File: config.mk
export PLATFORM = sky130hd
export DESIGN_NAME = path_prune
export DESIGN_NICKNAME = d
export VERILOG_FILES = /design/src/rtl/path_prune.sv
export SDC_FILE = /design/constraint.sdc
export NUM_CORES = 1
export LEC_CHECK = 0
export BUFFER_PORTS_ARGS = -buffer_cell sky130_fd_sc_hd__buf_2
export CAP_MARGIN = 20
export CORE_MARGIN = 8
export CORE_UTILIZATION = 45
export DETAILED_ROUTE_END_ITERATION = 12
export PLACE_DENSITY_LB_ADDON = 0.12
export REMOVE_ABC_BUFFERS = 1
export SLEW_MARGIN = 40
export SYNTH_ARGS = -nofsm -noshare
export SYNTH_HDL_FRONTEND = slang
export SYNTH_SLANG_ARGS = --single-unit
File: constraint.sdc
create_clock -name clk -period 22.1 [get_ports clk]
set_input_delay 4.42 -clock clk [delete_from_list [all_inputs] [get_ports clk]]
set_output_delay 4.42 -clock clk [all_outputs]
set_load 0.02 [all_outputs]
File: src/rtl/path_prune.sv
module path_prune #(
  parameter int NS = 8,
  parameter int MW = 12,
  localparam int CW = $clog2(NS + 1)
) (
  input  logic                 clk,
  input  logic                 rst_n,
  input  logic                 cfg_we,
  input  logic [MW-1:0]        cfg_thr,
  input  logic [CW-1:0]        cfg_cap,
  input  logic                 in_valid,
  input  logic [NS*MW-1:0]     in_metric,
  input  logic [NS-1:0]        in_active,
  input  logic [MW-1:0]        in_prev_max,
  output logic                 out_valid,
  output logic [NS-1:0]        out_keep,
  output logic [MW-1:0]        out_max
);

  logic signed [MW-1:0] thr_q;
  logic [CW-1:0]        cap_q;

  logic                 v1;
  logic [NS-1:0]        pass1;
  logic signed [MW-1:0] met1 [NS];
  logic signed [MW-1:0] pm1;

  // configuration, accepted only while idle
  wire cfg_ok = cfg_we & ~in_valid & ~v1;
  wire signed [MW-1:0] thr_in = $signed(cfg_thr);
  wire signed [MW-1:0] thr_clamped = (thr_in > 0) ? '0 : thr_in;
  wire [CW-1:0] cap_clamped = (cfg_cap == '0) ? CW'(1) :
                              (cfg_cap > CW'(NS)) ? CW'(NS) : cfg_cap;

  always_ff @(posedge clk) begin
    if (!rst_n) begin
      thr_q <= -MW'(2);
      cap_q <= CW'(3);
    end else if (cfg_ok) begin
      thr_q <= thr_clamped;
      cap_q <= cap_clamped;
    end
  end

  // stage 1: threshold test against previous maximum
  wire signed [MW:0] limit = $signed({in_prev_max[MW-1], in_prev_max}) +
                             $signed({thr_q[MW-1], thr_q});
  logic [NS-1:0] pass_c;

  always_comb begin
    for (int i = 0; i < NS; i++) begin
      logic signed [MW:0] m;
      m = $signed({in_metric[i*MW+MW-1], in_metric[i*MW +: MW]});
      pass_c[i] = in_active[i] && (m > limit);
    end
  end

  always_ff @(posedge clk) begin
    if (!rst_n) begin
      v1    <= 1'b0;
      pass1 <= '0;
      pm1   <= '0;
      for (int i = 0; i < NS; i++) met1[i] <= '0;
    end else begin
      v1 <= in_valid;
      if (in_valid) begin
        pass1 <= pass_c;
        pm1   <= $signed(in_prev_max);
        for (int i = 0; i < NS; i++) met1[i] <= $signed(in_metric[i*MW +: MW]);
      end
    end
  end

  // stage 2: rank survivors, keep the best cap_q
  logic [CW-1:0]        rank_c [NS];
  logic [NS-1:0]        keep_c;
  logic signed [MW-1:0] max_c;
  logic                 any_c;

  always_comb begin
    for (int i = 0; i < NS; i++) begin
      rank_c[i] = '0;
      for (int j = 0; j < NS; j++) begin
        if (j != i && pass1[j] &&
            ((met1[j] > met1[i]) || ((met1[j] == met1[i]) && (j < i))))
          rank_c[i] = rank_c[i] + CW'(1);
      end
      keep_c[i] = pass1[i] && (rank_c[i] < cap_q);
    end
  end

  always_comb begin
    max_c = pm1;
    any_c = 1'b0;
    for (int i = 0; i < NS; i++) begin
      if (keep_c[i] && (!any_c || met1[i] > max_c)) begin
        max_c = met1[i];
        any_c = 1'b1;
      end
    end
  end

  always_ff @(posedge clk) begin
    if (!rst_n) begin
      out_valid <= 1'b0;
      out_keep  <= '0;
      out_max   <= '0;
    end else begin
      out_valid <= v1;
      if (v1) begin
        out_keep <= keep_c;
        out_max  <= max_c;
      end
    end
  end

  AST_CAP_LIMIT: assert property (@(posedge clk) disable iff (!rst_n)
    out_valid |-> ($countones(out_keep) <= int'(cap_q)));
  AST_NONEMPTY: assert property (@(posedge clk) disable iff (!rst_n)
    (v1 && pass1 != '0) |=> (out_keep != '0));
  AST_ACTIVE_ONLY: assert property (@(posedge clk) disable iff (!rst_n)
    out_valid |-> ((out_keep & ~$past(in_active, 2)) == '0));
  AST_LATENCY: assert property (@(posedge clk) disable iff (!rst_n)
    $past(in_valid) |=> out_valid);
  AST_NO_SPURIOUS: assert property (@(posedge clk) disable iff (!rst_n)
    !$past(in_valid) |=> !out_valid);
  AST_THR_NONPOS: assert property (@(posedge clk) disable iff (!rst_n)
    thr_q <= 0);
  AST_CAP_RANGE: assert property (@(posedge clk) disable iff (!rst_n)
    (cap_q >= CW'(1)) && (cap_q <= CW'(NS)));
  AST_CFG_HOLD: assert property (@(posedge clk) disable iff (!rst_n)
    (in_valid || v1) |=> ($stable(thr_q) && $stable(cap_q)));

endmodule

==> results of run 1 <==
==> worst max-delay path by stage <==
stage	start	slack, ns	to	cells past startpoint
3_3_place_gp	met1[0][13]$_SDFFCE_PN0P_	-0.06	out_max[9]$_SDFFE_PN0P_	125
5_1_grt	met1[0][13]$_SDFFCE_PN0P_	-0.58	out_max[9]$_SDFFE_PN0P_	124
4_1_cts	met1[0][1]$_SDFFCE_PN0P_	0.04	out_max[0]$_SDFFE_PN0P_	125
2_1_floorplan	met1[0][13]$_SDFFCE_PN0P_	-1.61	out_max[10]$_SDFFE_PN0P_	121
3_5_place_dp	met1[0][1]$_SDFFCE_PN0P_	-0.33	out_max[0]$_SDFFE_PN0P_	124
6_report	met1[0][13]$_SDFFCE_PN0P_	0.46	out_max[2]$_SDFFE_PN0P_	124
==> sequential cells by signal, summed over array words and instances (netlist names) <==
register and count:
cap_q 4, met1 96, out_keep 8, out_max 12
out_valid 1, pass1 8, pm1 12, thr_q 12
v1 1
==> layout make-up <==
| cell class | count | area [sq um] |
|---|---|---|
| flip-flops and latches | 154 | 4050 |
| well taps | 688 | 861 |
| clock inverters | 12 | 113 |
| inverters | 183 | 688 |
| fillers | 4891 | 24100 |
| multi-input cells | 2342 | 19300 |
| diodes | 1 | 2.50 |
| clock buffers | 20 | 489 |
| repair buffers | 432 | 2890 |
==> routing by layer <==
layer / vias up / global-route usage [%] / share of wire (%)
met1: 11530 / 45.0 / 43
met5: - / 0 / 0.012
met2: 1111 / 50.3 / 42
met4: 2 / 19.0 / 6.3
met3: 325 / 7.19 / 8.6
li1: 11207 / - / -
==> layout by cell type (no fill, tap or decap), types with 9 or more instances in the layout <==
master	netlist	final
sky130_fd_sc_hd__nand3_1	85	85
sky130_fd_sc_hd__and2_1	34	34
sky130_fd_sc_hd__mux2_2	38	36
sky130_fd_sc_hd__nor3b_1	9	9
sky130_fd_sc_hd__o21a_1	118	118
sky130_fd_sc_hd__a211o_1	19	19
sky130_fd_sc_hd__or2_2	10	10
sky130_fd_sc_hd__a21oi_1	131	124
sky130_fd_sc_hd__clkbuf_16	0	19
sky130_fd_sc_hd__a31oi_1	20	19
sky130_fd_sc_hd__nor3_1	54	50
sky130_fd_sc_hd__o31ai_1	14	12
sky130_fd_sc_hd__buf_4	3	268
sky130_fd_sc_hd__o221ai_1	13	12
sky130_fd_sc_hd__nor4_1	21	20
sky130_fd_sc_hd__ha_4	0	10
sky130_fd_sc_hd__a21o_1	51	51
sky130_fd_sc_hd__inv_1	183	179
sky130_fd_sc_hd__nand2b_1	44	42
sky130_fd_sc_hd__and3_1	79	79
sky130_fd_sc_hd__edfxtp_1	96	96
sky130_fd_sc_hd__a32oi_1	11	10
sky130_fd_sc_hd__o22ai_1	11	11
sky130_fd_sc_hd__nand2_1	164	163
sky130_fd_sc_hd__xor2_1	29	26
sky130_fd_sc_hd__ha_1	606	596
sky130_fd_sc_hd__nand4b_1	9	9
sky130_fd_sc_hd__a211oi_1	36	33
sky130_fd_sc_hd__nand4_1	104	104
sky130_fd_sc_hd__o21ai_0	111	97
sky130_fd_sc_hd__o211ai_1	31	31
sky130_fd_sc_hd__xnor2_1	53	51
sky130_fd_sc_hd__a22oi_1	12	11
sky130_fd_sc_hd__mux2i_1	37	35
sky130_fd_sc_hd__a211oi_2	10	13
sky130_fd_sc_hd__dfxtp_1	58	57
sky130_fd_sc_hd__o21ai_1	15	21
sky130_fd_sc_hd__nor2_1	144	144
sky130_fd_sc_hd__nor2b_1	79	74
sky130_fd_sc_hd__buf_2	9	156
==> power breakdown <==
part	leakage, uW	switching, uW	total (uW)	internal [uW]
sequential	0.00150	34.0	367	333
combinational	0.0117	734	1300	568
clock	0.000302	149	315	165
total	0.0135	918	1980	1070
==> worst max-delay path, delay by kind of cell (launching register included) <==
family                     cells  cell delay, ns
xor gates and xnor gates       2            0.31
and+or+nand+nor               16            1.94
DFF                            1            0.41
buffers and inverters          4            0.63
AOI/OAI and AO/OA             86           13.97
muxes                          3            0.90
adders and majority gates     13            3.32
==> through the flow <==
step           hold WS, ns  instance area (sq um)  setup TNS (ns)
6_report             0.462                  28400               0
5_1_grt              0.509                  28400           -6.18
4_1_cts              0.466                  27800               0
3_5_place_dp         0.446                  27200           -3.49
3_3_place_gp         0.449                  27100          -0.109
2_1_floorplan        0.443                  23600          -19.22
==> synthesized netlist by cell type (29+ instances only) <==
cell	count
sky130_fd_sc_hd__a211oi_1	36
sky130_fd_sc_hd__a21o_1	51
sky130_fd_sc_hd__a21oi_1	131
sky130_fd_sc_hd__and2_1	34
sky130_fd_sc_hd__and3_1	79
sky130_fd_sc_hd__clkbuf_1	46
sky130_fd_sc_hd__dfxtp_1	58
sky130_fd_sc_hd__edfxtp_1	96
sky130_fd_sc_hd__ha_1	606
sky130_fd_sc_hd__inv_1	183
sky130_fd_sc_hd__mux2_2	38
sky130_fd_sc_hd__mux2i_1	37
sky130_fd_sc_hd__nand2_1	164
sky130_fd_sc_hd__nand2b_1	44
sky130_fd_sc_hd__nand3_1	85
sky130_fd_sc_hd__nand4_1	104
sky130_fd_sc_hd__nor2_1	144
sky130_fd_sc_hd__nor2b_1	79
sky130_fd_sc_hd__nor3_1	54
sky130_fd_sc_hd__o211ai_1	31
sky130_fd_sc_hd__o21a_1	118
sky130_fd_sc_hd__o21ai_0	111
sky130_fd_sc_hd__xnor2_1	53
sky130_fd_sc_hd__xor2_1	29
==> cells by family after synthesis <==
kind of cell,count (synthesis)
xor+xnor,93
buf+inv,245
flops,154
compound gates,686
mux,77
simple gates,879
fa+ha+maj,607
==> timing repair <==
action	CTS	global route
buffers inserted	2	24
endpoints found under the setup margin	12	12
pin swaps	2	69
cloned	1	0
resized for setup	12	80
==> impl_table.tex, run 1 <==
\begin{tabular}{lr}
\hline
Metric & Value \\
\hline
\multicolumn{2}{l}{\textbf{Clock network}} \\
H-Tree Level Count & 4 \\
CTS tree & done \\
Clock Tree Buf Depth & 2 \\
TritonCTS Sinks & 154 \\
Num CTS Buffers & 17 \\
Clock root buffer & sky130\_fd\_sc\_hd\_\_clkbuf\_16 \\
Total of hold buffers inserted after clock tree synthesis & 0 \\
Clock latency reported for the late side of the worst-skew pair & 0.51 ns \\
Worst-path clk slew & 0.07 ns \\
\multicolumn{2}{l}{\textbf{Floorplan}} \\
Top-level port count & 157 \\
Die Width & 246 um \\
Core Rows & 84 \\
Starting utilization of the core area & 45.4\% \\
Core region area & 0.0524 sq mm \\
DIE AREA & 0.0606 sq mm \\
Die Y & 246 um \\
\multicolumn{2}{l}{\textbf{Power}} \\
Total power & 1980 uW \\
Leakage power of the design & 0.0135 uW \\
Highest ir drop seen on vdd & 64.7 uV \\
Power density of the placed cells & 69.9 mW/mm\^{}2 \\
\multicolumn{2}{l}{\textbf{Synthesis}} \\
Ranking of synthesized cells by area & sky130\_fd\_sc\_hd\_\_ha\_1 32\%, sky130\_fd\_sc\_hd\_\_edfxtp\_1 12\%, sky130\_fd\_sc\_hd\_\_dfxtp\_1 4.9\%, sky130\_fd\_sc\_hd\_\_o21a\_1 3.7\%, sky130\_fd\_sc\_hd\_\_inv\_1 2.9\% \\
Post-synthesis sequential area ratio & 17.0\% \\
Area share of the largest cell type after synthesis & 31.8\% \\
Synthesized instance count & 2741 \\
Yosys top cell by area & sky130\_fd\_sc\_hd\_\_ha\_1 \\
Mean post-synth cell area & 8.69 sq um \\
Synthesized-area fraction occupied by and/or/nand/nor cells & 19.8\% \\
Number of distinct standard cells referenced by the synthesized netlist & 98 \\
Share of flip-flops with an asynchronous set or reset after synthesis & 0\% \\
Register bit count reported by yosys & 154 \\
Number of synthesized flops with an enable pin & 96 \\
Number of warning messages in the yosys log & 0 \\
Share of the synthesized area in compound gates (AO/OA/AOI/OAI) & 19.8\% \\
Dominant combinational cell family by area after synthesis & adder cells \\
Mapped Area & 0.0238 sq mm \\
Main synth FF type & sky130\_fd\_sc\_hd\_\_edfxtp\_1 \\
Xor/xnor share of the synthesized area & 4.01\% \\
Fraction of synthesized area in multiplexers & 3.54\% \\
Adder and majority gate portion of the synthesized area & 31.9\% \\
\multicolumn{2}{l}{\textbf{Place}} \\
Placed Cells incl. Taps & 3772 \\
DP Wirelength & 85.8 mm \\
Final weighted congestion of routability-driven global placement & 1.04 \\
Port Buffer Count & 156 \\
Pre-CTS worst setup slack & -0.326 ns \\
\multicolumn{2}{l}{\textbf{Cells and area}} \\
Total Nets Final & 3873 \\
Area Growth Syn to Fin & 19.1\% \\
Final design utilization & 54.1\% \\
Fin cells & 3832 \\
Fraction of final layout cells sized beyond drive strength 1 & 19.7\% \\
\multicolumn{2}{l}{\textbf{STA}} \\
Max transition margin & 39.7\% \\
Actual slew at the worst max-slew pin & 0.905 ns \\
Worst Skew & 0.0277 ns \\
Clock period minus final worst setup slack & 21.64 ns \\
Number of setup violations in the final report & 0 \\
Crit share post-route & 97.9\% \\
Slew Viols, Final & 0 \\
Final critical-path setup slack & 0.464 ns \\
Fmax achieved & 0.0462 GHz \\
Final number of hold-violating endpoints & 0 \\
Unrepaired setup endpoints after global routing & true \\
\multicolumn{2}{l}{\textbf{Setup path}} \\
Crit path DAT & 22.00 ns \\
Worst Path Required & 22.47 ns \\
Cell depth of the worst flop-to-flop path & 124 \\
Beginning of the worst register-to-register path & met1[0][13]\$\_SDFFCE\_PN0P\_ \\
CP max stage delay & 0.41 ns \\
Max Fanout on Critical Path & 6 \\
Launching element type of the critical path & flop \\
Critical path endpoint category & flop \\
Worst reg2reg endpoint & out\_max[2]\$\_SDFFE\_PN0P\_ \\
FF-to-FF setup slack & 0.46 ns \\
Start-to-end type of the worst setup path & reg2reg \\
Most prevalent standard cell on the critical path & sky130\_fd\_sc\_hd\_\_o21a\_1 \\
CP max stage cell & sky130\_fd\_sc\_hd\_\_edfxtp\_1 \\
\multicolumn{2}{l}{\textbf{Drt}} \\
DRC errors left & 0 \\
Count of routing violations after the opening detailed-route iteration & 2012 \\
WL/cell & 27.7 um \\
Routed via count & 24175 \\
Routed via count divided by cell count & 6.31 \\
Initial DRT Pass Iterations & 7 \\
Post-DRT Antenna Nets & 0 \\
Final wirelength & 106 mm \\
\multicolumn{2}{l}{\textbf{Global routing}} \\
Via count of the first global-routing pass & 23276 \\
Wire length of the first global-routing pass & 151 mm \\
Maximum number of pins on one net before global-route repair & 90 \\
Overall track demand over capacity in global routing & 33.8\% \\
Number of antenna violations at the first check in global routing & 1 \\
Overflow after GRT & 0 \\
\multicolumn{2}{l}{\textbf{Flow run}} \\
Max-cap viol count & 0 \\
\multicolumn{2}{l}{\textbf{Worst hold path}} \\
Worst hold path startpoint & out\_max[2]\$\_SDFFE\_PN0P\_ \\
Hold path cells & 2 \\
HP Class & reg2reg \\
Hold endpoint & out\_max[2]\$\_SDFFE\_PN0P\_ \\
\multicolumn{2}{l}{\textbf{Run status}} \\
Status & completed \\
\hline
\end{tabular}
Power figures use the tool's default switching activity.
==> run 2: changes to the inputs <==
CTS_BUF_LIST = sky130_fd_sc_hd__clkbuf_4   (was unset)
==> impl_table.tex, run 2 (synthesis results as in run 1) <==
\begin{tabular}{lr}
\hline
Metric & Value \\
\hline
\multicolumn{2}{l}{\textbf{Drt}} \\
Routed via count & 24060 (-0.48\%) \\
Post-DRT Antenna Nets & 0 (unchanged) \\
Count of routing violations after the opening detailed-route iteration & 2005 (-0.35\%) \\
Final wirelength & 106 mm (-0.16\%) \\
WL/cell & 27.6 um (-0.29\%) \\
DRC errors left & 0 (unchanged) \\
Initial DRT Pass Iterations & 5 (-2) \\
Routed via count divided by cell count & 6.27 (-0.61\%) \\
\multicolumn{2}{l}{\textbf{Cells and area}} \\
Highest-count cells in the layout ignoring fill and taps & 595 x sky130\_fd\_sc\_hd\_\_ha\_1, 268 x sky130\_fd\_sc\_hd\_\_buf\_4, 179 x sky130\_fd\_sc\_hd\_\_inv\_1 \\
\# fillers & 4921 (+0.61\%) \\
Max reg flops & 96 (unchanged) \\
Fraction of final layout cells sized beyond drive strength 1 & 19.9\% (+0.15 points) \\
Design area & 0.0282 sq mm (-0.81\%) \\
Final design utilization & 53.7\% (-0.44 points) \\
Most common library cell in the layout ignoring fill and taps & sky130\_fd\_sc\_hd\_\_ha\_1 \\
Largest register by flop count & met1 \\
Total Nets Final & 3874 (+0.026\%) \\
Area Growth Syn to Fin & 18.2\% \\
\multicolumn{2}{l}{\textbf{Setup path}} \\
CP max stage cell & sky130\_fd\_sc\_hd\_\_edfxtp\_1 \\
Launching element type of the critical path & flop \\
Number of buffer and inverter instances along the worst setup path & 4 (unchanged) \\
Max Fanout on Critical Path & 11 (+5) \\
Kind of cell adding the most delay to the critical path & compound AO/OA/AOI/OAI gates \\
Worst Path Required & 22.76 ns (+0.29 ns) \\
CP max stage delay & 0.42 ns (about the same) \\
Critical path endpoint category & flop \\
Most prevalent standard cell on the critical path & sky130\_fd\_sc\_hd\_\_o21a\_1 \\
Crit path DAT & 22.31 ns (+0.31 ns) \\
Start-to-end type of the worst setup path & reg2reg \\
\multicolumn{2}{l}{\textbf{Clock network}} \\
H-Tree Level Count & 4 (unchanged) \\
Clock root buffer & sky130\_fd\_sc\_hd\_\_clkbuf\_4 \\
Num CTS Buffers & 17 (unchanged) \\
Clock Tree Buf Depth & 2 (unchanged) \\
Worst-path clk slew & 0.17 ns (+0.10 ns) \\
Clock latency reported for the late side of the worst-skew pair & 0.74 ns (+0.23 ns) \\
TritonCTS Sinks & 154 (unchanged) \\
CTS tree & done \\
Total of hold buffers inserted after clock tree synthesis & 0 (unchanged) \\
\multicolumn{2}{l}{\textbf{Power}} \\
Highest ir drop seen on vdd & 46.4 uV (-28\%) \\
Leakage power of the design & 0.0134 uW (-0.83\%) \\
Power density of the placed cells & 66.8 mW/mm\^{}2 (-4.5\%) \\
\multicolumn{2}{l}{\textbf{Place}} \\
Area after detailed placement & 0.0272 sq mm (unchanged) \\
Final weighted congestion of routability-driven global placement & 1.04 (unchanged) \\
Pre-CTS worst setup slack & -0.326 ns (unchanged) \\
Port Buffer Count & 156 (unchanged) \\
DP Wirelength & 85.8 mm (unchanged) \\
\multicolumn{2}{l}{\textbf{STA}} \\
Max transition margin & 36.0\% (-3.7 points) \\
Crit share post-route & 98.0\% (about the same) \\
Fmax achieved & 0.0462 GHz (about the same) \\
Final number of hold-violating endpoints & 0 (unchanged) \\
Final critical-path setup slack & 0.449 ns (-0.0154 ns) \\
Actual slew at the worst max-slew pin & 0.952 ns (+0.0475 ns) \\
Number of setup violations in the final report & 0 (unchanged) \\
Clock period minus final worst setup slack & 21.65 ns (+0.0154 ns) \\
Slew Viols, Final & 0 (unchanged) \\
Unrepaired setup endpoints after global routing & true \\
Worst Skew & 0.0633 ns (+0.0356 ns) \\
\multicolumn{2}{l}{\textbf{Run status}} \\
Status & completed \\
\multicolumn{2}{l}{\textbf{Global routing}} \\
Met3 layer usage reported by global route & 7.05\% (-0.14 points) \\
Maximum number of pins on one net before global-route repair & 90 (unchanged) \\
Wire length of the first global-routing pass & 151 mm (+0.11\%) \\
Top Usage Layer GRT & met2 \\
Overall track demand over capacity in global routing & 33.9\% (about the same) \\
Via count of the first global-routing pass & 23224 (-0.22\%) \\
Overflow after GRT & 0 (unchanged) \\
Number of antenna violations at the first check in global routing & 2 (+1) \\
Met2 Resource Use GR & 50.9\% (+0.52 points) \\
Met1 track demand over resource & 45.2\% (+0.20 points) \\
\multicolumn{2}{l}{\textbf{Floorplan}} \\
Die Y & 246 um (unchanged) \\
Core Rows & 84 (unchanged) \\
Die Width & 246 um (unchanged) \\
DIE AREA & 0.0606 sq mm (unchanged) \\
Core region area & 0.0524 sq mm (unchanged) \\
Top-level port count & 157 (unchanged) \\
Starting utilization of the core area & 45.4\% (unchanged) \\
\multicolumn{2}{l}{\textbf{Flow run}} \\
Max-cap viol count & 0 (unchanged) \\
\multicolumn{2}{l}{\textbf{Worst hold path}} \\
HP Class & reg2reg \\
\hline
\end{tabular}
==> run 2: cell types whose count changed in the layout (fill, tap and decap cells not counted), sizes merged <==
| cell | change |
|---|---|
| bufinv | +2 |
| inv | +1 |
| clkbuf | -3 |
| buf | +1 |
| diode | +4 |
==> run 2: through the flow <==
step                      hold WS [ns]  power [uW]  cells  TNS (ns)
after floorplan                  0.443        1080   2679    -19.22
after global placement           0.449        1550   3772    -0.109
after detailed placement         0.446        1570   3772     -3.49
after CTS                        0.485        1790   3809         0
after global routing             0.521        2000   3836     -6.00
final                            0.489        1880   3837         0
==> run 2: metal layers <==
layer,vias to the layer above,routed length (um)
li1,11210,-
met1,11481,46000
met2,1072,44600
met3,297,9180
met4,0,6290
met5,-,0
==> run 2: final timing paths <==
kind	from	end	slack, ns	cells after the start
min	out_max[2]$_SDFFE_PN0P_	out_max[2]$_SDFFE_PN0P_	0.49	2
max reg2reg	met1[0][5]$_SDFFCE_PN0P_	out_max[2]$_SDFFE_PN0P_	0.45	122
min reg2reg	out_max[2]$_SDFFE_PN0P_	out_max[2]$_SDFFE_PN0P_	0.49	2
max	met1[0][5]$_SDFFCE_PN0P_	out_max[2]$_SDFFE_PN0P_	0.45	122
==> run 2: cell type report <==
class / count / area (sq um) / area share [%]
antenna: 5 / 12.5 / 0.0444
clock buffer: 17 / 128 / 0.453
clock inverter: 15 / 176 / 0.627
inverter: 183 / 688 / 2.44
multi-input combinational: 2342 / 19300 / 68.7
sequential: 154 / 4050 / 14.4
tap: 688 / 861 / 3.06
timing repair buffer: 433 / 2910 / 10.3
==> run 2: worst register-to-register path, delay by kind of cell, from the launching register on <==
| kind | cells | cell delay [ns] |
|---|---|---|
| mux | 4 | 1.22 |
| compound gates | 83 | 13.64 |
| simple gates | 16 | 1.96 |
| fa+ha+maj | 13 | 3.45 |
| flops | 1 | 0.42 |
| xor+xnor | 2 | 0.33 |
| buf+inv | 4 | 0.66 |
==> run 2: what timing repair did <==
item                                    in CTS  in global routing
endpoints found under the hold margin        0                  0
endpoints found under the setup margin      12                 12
gates resized for setup                      9                 88
setup buffers                                5                 23
pin swaps                                    2                 67
cloned                                       0                  0
==> run 2: where the power goes <==
group          internal, uW  switching [uW]
Combinational           569             738
Sequential              332            34.1
Clock                  72.2             135
